[config.mk]
export PLATFORM = sky130hd
export DESIGN_NAME = deint_top
export DESIGN_NICKNAME = d
export VERILOG_FILES = /design/src/rtl/deint_pkg.sv /design/src/rtl/deint_wr_ctrl.sv /design/src/rtl/deint_rd_ctrl.sv /design/src/rtl/deint_store.sv /design/src/rtl/deint_top.sv
export SDC_FILE = /design/constraint.sdc
export NUM_CORES = 2
export LEC_CHECK = 0
export CORE_MARGIN = 2
export CORE_UTILIZATION = 30
export DETAILED_ROUTE_END_ITERATION = 6
export GPL_TIMING_DRIVEN = 0
export HOLD_SLACK_MARGIN = 0.06
export PLACE_DENSITY_LB_ADDON = 0.08
export REMOVE_ABC_BUFFERS = 1
export SETUP_SLACK_MARGIN = 0.02
export SLEW_MARGIN = 20
export SYNTH_ARGS = -nofsm -noshare
export SYNTH_HDL_FRONTEND = slang
export SYNTH_MEMORY_MAX_BITS = 65536
export SYNTH_SLANG_ARGS = --single-unit
export TNS_END_PERCENT = 10
[constraint.sdc]
create_clock -name clk -period 72.8 [get_ports clk]
set_input_delay 7.28 -clock clk [delete_from_list [all_inputs] [get_ports clk]]
set_output_delay 7.28 -clock clk [all_outputs]
set_load 0.1 [all_outputs]
[src/rtl/deint_pkg.sv]
package deint_pkg;

    // Occupancy of one buffer bank
    typedef enum logic {
        SLOT_OPEN   = 1'b0,
        SLOT_LOADED = 1'b1
    } slot_state_e;

    // Moves the top bit of a w-bit value to the bottom, shifting the rest up by one
    function automatic int unsigned rotate_up(input int unsigned v, input int unsigned w);
        int unsigned m;
        m = (w >= 32) ? 32'hFFFF_FFFF : ((32'd1 << w) - 32'd1);
        return ((v << 1) | (v >> (w - 1))) & m;
    endfunction

endpackage

[src/rtl/deint_wr_ctrl.sv]
module deint_wr_ctrl #(
    parameter int AW        = 4,
    parameter bit TWO_BANKS = 1'b0
) (
    input  logic          clk,
    input  logic          rst,
    input  logic          in_valid,
    input  logic          bank_free,
    output logic          in_ready,
    output logic          wr_en,
    output logic [AW-1:0] wr_addr,
    output logic          wr_bank,
    output logic          frame_done
);
    localparam logic [AW-1:0] LAST_POS = '1;

    logic [AW-1:0] pos_q;
    logic          bank_q;
    logic          take;

    assign in_ready   = bank_free;
    assign take       = in_valid && bank_free;
    assign wr_en      = take;
    assign wr_addr    = AW'(deint_pkg::rotate_up(32'(pos_q), AW));
    assign wr_bank    = bank_q;
    assign frame_done = take && (pos_q == LAST_POS);

    always_ff @(posedge clk) begin
        if (rst) begin
            pos_q <= '0;
        end else if (take) begin
            pos_q <= pos_q + 1'b1;
        end
    end

    generate
        if (TWO_BANKS) begin : g_toggle
            always_ff @(posedge clk) begin
                if (rst) begin
                    bank_q <= 1'b0;
                end else if (frame_done) begin
                    bank_q <= ~bank_q;
                end
            end
        end else begin : g_fixed
            assign bank_q = 1'b0;
        end
    endgenerate
endmodule

[src/rtl/deint_rd_ctrl.sv]
module deint_rd_ctrl #(
    parameter int AW        = 4,
    parameter bit TWO_BANKS = 1'b0
) (
    input  logic          clk,
    input  logic          rst,
    input  logic          out_ready,
    input  logic          bank_full,
    output logic          out_valid,
    output logic [AW-1:0] rd_addr,
    output logic          rd_bank,
    output logic          frame_done
);
    localparam logic [AW-1:0] LAST_POS = '1;

    logic [AW-1:0] pos_q;
    logic          bank_q;
    logic          give;

    assign out_valid  = bank_full;
    assign give       = bank_full && out_ready;
    assign rd_addr    = pos_q;
    assign rd_bank    = bank_q;
    assign frame_done = give && (pos_q == LAST_POS);

    always_ff @(posedge clk) begin
        if (rst) begin
            pos_q <= '0;
        end else if (give) begin
            pos_q <= pos_q + 1'b1;
        end
    end

    generate
        if (TWO_BANKS) begin : g_toggle
            always_ff @(posedge clk) begin
                if (rst) begin
                    bank_q <= 1'b0;
                end else if (frame_done) begin
                    bank_q <= ~bank_q;
                end
            end
        end else begin : g_fixed
            assign bank_q = 1'b0;
        end
    endgenerate
endmodule

[src/rtl/deint_store.sv]
module deint_store #(
    parameter int W     = 256,
    parameter int AW    = 4,
    parameter int NBANK = 1
) (
    input  logic          clk,
    input  logic          wr_en,
    input  logic          wr_bank,
    input  logic [AW-1:0] wr_addr,
    input  logic [W-1:0]  wr_data,
    input  logic          rd_bank,
    input  logic [AW-1:0] rd_addr,
    output logic [W-1:0]  rd_data
);
    localparam int DEPTH = 1 << AW;

    logic [W-1:0] bank_rd [NBANK];

    for (genvar b = 0; b < NBANK; b++) begin : g_bank
        logic [W-1:0] mem [DEPTH];

        always_ff @(posedge clk) begin
            if (wr_en && (NBANK == 1 || wr_bank == 1'(b))) begin
                mem[wr_addr] <= wr_data;
            end
        end

        assign bank_rd[b] = mem[rd_addr];
    end

    assign rd_data = (NBANK > 1 && rd_bank) ? bank_rd[NBANK-1] : bank_rd[0];
endmodule

[src/rtl/deint_top.sv]
module deint_top #(
    parameter int FRAME_LOG2 = 4,
    parameter int BLOCK_W    = 256,
    parameter bit DOUBLE_BUF = 1'b0
) (
    input  logic               clk,
    input  logic               rst,
    input  logic               in_valid,
    output logic               in_ready,
    input  logic [BLOCK_W-1:0] in_data,
    output logic               out_valid,
    input  logic               out_ready,
    output logic [BLOCK_W-1:0] out_data
);
    import deint_pkg::*;

    localparam int NBANK = DOUBLE_BUF ? 2 : 1;

    logic                  wr_en, wr_bank, wr_done;
    logic [FRAME_LOG2-1:0] wr_addr;
    logic                  rd_bank, rd_done;
    logic [FRAME_LOG2-1:0] rd_addr;
    logic                  bank_free, bank_full;
    slot_state_e           slot_q [NBANK];

    always_comb begin
        bank_free = (slot_q[0] == SLOT_OPEN);
        bank_full = (slot_q[0] == SLOT_LOADED);
        if (NBANK > 1 && wr_bank) bank_free = (slot_q[NBANK-1] == SLOT_OPEN);
        if (NBANK > 1 && rd_bank) bank_full = (slot_q[NBANK-1] == SLOT_LOADED);
    end

    for (genvar b = 0; b < NBANK; b++) begin : g_slot
        logic hit_wr, hit_rd;
        assign hit_wr = wr_done && (NBANK == 1 || wr_bank == 1'(b));
        assign hit_rd = rd_done && (NBANK == 1 || rd_bank == 1'(b));

        always_ff @(posedge clk) begin
            if (rst) begin
                slot_q[b] <= SLOT_OPEN;
            end else if (hit_wr) begin
                slot_q[b] <= SLOT_LOADED;
            end else if (hit_rd) begin
                slot_q[b] <= SLOT_OPEN;
            end
        end
    end

    deint_wr_ctrl #(.AW(FRAME_LOG2), .TWO_BANKS(DOUBLE_BUF)) wr_i (
        .clk(clk), .rst(rst), .in_valid(in_valid), .bank_free(bank_free),
        .in_ready(in_ready), .wr_en(wr_en), .wr_addr(wr_addr),
        .wr_bank(wr_bank), .frame_done(wr_done)
    );

    deint_rd_ctrl #(.AW(FRAME_LOG2), .TWO_BANKS(DOUBLE_BUF)) rd_i (
        .clk(clk), .rst(rst), .out_ready(out_ready), .bank_full(bank_full),
        .out_valid(out_valid), .rd_addr(rd_addr), .rd_bank(rd_bank),
        .frame_done(rd_done)
    );

    deint_store #(.W(BLOCK_W), .AW(FRAME_LOG2), .NBANK(NBANK)) store_i (
        .clk(clk), .wr_en(wr_en), .wr_bank(wr_bank), .wr_addr(wr_addr),
        .wr_data(in_data), .rd_bank(rd_bank), .rd_addr(rd_addr),
        .rd_data(out_data)
    );
endmodule


==> impl_metrics.ini <==
[clock_network]
cts.clk_slew.worst_paths_ns = 0.06
postCtsSetupRepairBufs = 0
ctsHoldBuffers = 0
htreeDepth = 5
cts-root-buf = clkbuf_16
cts_tree = done
cts_resized = 0
clockBufferDepth = 4
cts_buffers = 462
clkLatencyLatePin_ns = 1.02
numClockSinks = 4109

[outcome]
status = finished with violations
violations = DRC

[floorplan]
rows = 263
die_area_um2 = 520000
fp.dieH_um = 721.1
die_w_um = 721.1
pin_count = 518
coreArea_um2 = 512700
start_util_pct = 30.09

[power_and_ir_drop]
peakVddDrop_uv = 21.14
p_leak_uw = 0.05945
p_int_uw = 4001
p_seq_share_pct = 50.8
clkPwrFrac_pct = 43.3
p_per_area_nw_per_um2 = 26.97
combPwrFrac_pct = 5.8
power.switching_uw = 1164
swShare_pct = 22.54

[synth]
synth-seq-cells = 4109
syn-cell-area_um2 = 154300
synthTopCellsByArea = edfxtp_1 80%, mux4_2 13%, a22oi_1 2.5%
synth_top_flop_cell = edfxtp_1
synth_cell_type_count = 30
ys.warnings.count = 0
syn_area_per_cell_um2 = 23.26
syn-instance-count = 6633
synth_top_area_share_pct = 79.75
synth_edf_count = 4097
seq_area_frac_synth_pct = 79.91
synth_top_area_cell = edfxtp_1
async_flop_share_pct = 0

[job]
drv_cap = 0

[global_routing]
grtUsageTotal_pct = 16.70
grt_max_degree = 43
antenna_found_initial = 121
grt_pass1_wl_mm = 619.4
overflow = 0
grt_pass1_vias = 79270

[sta]
tns_ns = 0
tightest_slew_ns = 1.212
setup_viol = 0
slew_violations = 0
rsz0062_at_grt = false
max_freq_mhz = 74.71
period_minus_slack_ns = 13.38
finClkSkew_ns = 0.07975
hold_violations = 0
slew_headroom_pct = 18.93
finalCritPeriodShare_pct = 18.39

[route]
wl_per_cell_um = 29.15
antenna_left = 0
vias = 74170
routed_via_density = 4.870
dr.pass1.iters = 7
wirelength_mm = 443.9
drc = 5
drtIter0Drc = 5868

[worst_setup_path]
startpoint_type = register
crit_type = reg2out
endpoint_kind = output port
crit_fanout = 33
worstPathCellList = buf_12, buf_16, buf_12, buf_16, buf_16, buf_16, buf_16, buf_12, mux4_2, a22oi_1, o21ai_0, clkdlybuf4s50_1
cp.arrival_ns = 6.10
slowest_delay_ns = 1.07
worstPathRequired_ns = 65.52
worst_path_most_repeated_cell = buf_16
cp_slowest_cell = clkdlybuf4s50_1

[placement]
dpl_cell_area_um2 = 176900
dpl.hpwl_mm = 300.4
routabilityCongestion = 0.6575
place_inst = 14360
io_buffers = 517

[worst_hold_path]
min-delay-path-class = reg2reg

[final_layout]
final_util_pct = 37.35
fin_nets = 8325
drive_above_1_share_pct = 28.81
nFillCells = 46470
syn_to_final_growth_pct = 24.14
final_cells = 15230
finish.instance_area_um2 = 191500
logic make-up (layout without fill, tap and decap cells):
kind of cell	after synthesis	in the layout	synth area share (%)
DFF	4109	4109	79.91
buffers and inverters	374	2188	1.248
and+or+nand+nor	331	331	0.9408
muxes	1210	1210	15.09
adders and majority gates	2	2	0.01622
other	0	25	0
AOI/OAI and AO/OA	601	601	2.770
xor gates and xnor gates	6	6	0.03407
area by class of cell:
class | count | area, um2 | area share (%)
Antenna cell | 25 | 62.56 | 0.03267
Multi-Input combinational cell | 2150 | 29280 | 15.29
Clock buffer | 563 | 11940 | 6.235
Inverter | 2 | 7.507 | 0.003920
Tap cell | 6757 | 8454 | 4.415
Timing Repair Buffer | 1338 | 15870 | 8.289
Sequential cell | 4109 | 123300 | 64.37
Clock inverter | 285 | 2603 | 1.359
cell usage after synthesis (2+ instances only):
library cell	number
dfxtp_1	12
edfxtp_1	4097
nand2b_1	4
clkbuf_1	115
buf_6	6
nand3_1	66
o21ai_1	12
buf_1	14
nand2_1	190
nor2_1	21
and2_1	5
nand4_1	3
xor2_1	3
o21ai_0	83
ha_1	2
xnor2_1	3
nor3_1	8
inv_1	2
mux4_2	892
a22oi_1	504
buf_4	71
buf_2	165
nor2b_1	31
mux2i_1	318
metal layers:
layer	up-vias	GRT usage (%)	wire length (um)
li1	31380	-	-
met1	40370	22.56	194900
met2	1710	27.80	215200
met3	649	3.554	23450
met4	62	3.564	9886
met5	-	0	397
metrics by stage:
step                hold slack [ns]  worst slack (ns)  total power [uW]
floorplan                    0.4738             17.98              2976
global placement             0.4941            -65.84              3193
detailed placement           0.5079             60.29              2983
CTS                          0.5188             59.11              5248
global route                 0.5483             59.00              5343
finish                       0.5165             59.42              5165
final timing paths:
| path | cells after the start | startpoint | slack (ns) | end |
|---|---|---|---|---|
| worst max-delay path | 12 | register | 59.42 | out_data[11] |
| worst max register to register | 16 | slot_q[0] | 67.70 | store_i.g_bank[0].mem[1][23] |
| worst min-delay path | 2 | rd_i.rd_addr[1] | 0.52 | register |
| worst min register to register | 2 | rd_i.rd_addr[1] | 0.52 | register |
cells in the final DEF, fill, tap and decap left out, types with 34 or more instances in the layout:
cell / count
buf_16: 147
edfxtp_1: 4097
buf_4: 400
clkbuf_1: 101
clkinv_2: 90
mux2i_1: 318
clkinv_1: 123
buf_6: 69
bufinv_16: 34
clkbuf_16: 462
buf_2: 121
clkdlybuf4s50_1: 458
nand2_1: 190
a22oi_1: 504
mux4_2: 892
o21ai_0: 82
buf_12: 142
nand3_1: 66
critical path: cells and delay by family (launching register included):
family | cells | cell delay (ns)
AO/OA/AOI/OAI | 2 | 0.51
buffers and inverters | 9 | 3.25
flip-flops | 1 | 0.59
multiplexers | 1 | 0.51
power by group through the flow:
stage	Clock, uW	Sequential, uW	Combinational [uW]
after detailed placement	0	2680	308
after global placement	0	2730	462
final	2240	2630	301
after CTS	2310	2630	308
after global routing	2400	2630	319
after floorplan	0	2700	276
sequential cells by signal, indices dropped and copies added, names as in the netlist, named ones only:
register,flops
wr_i.pos_q,4
store_i.g_bank.mem,4096
slot_q,1
rd_i.rd_addr,4
Power figures use the tool's default switching activity.
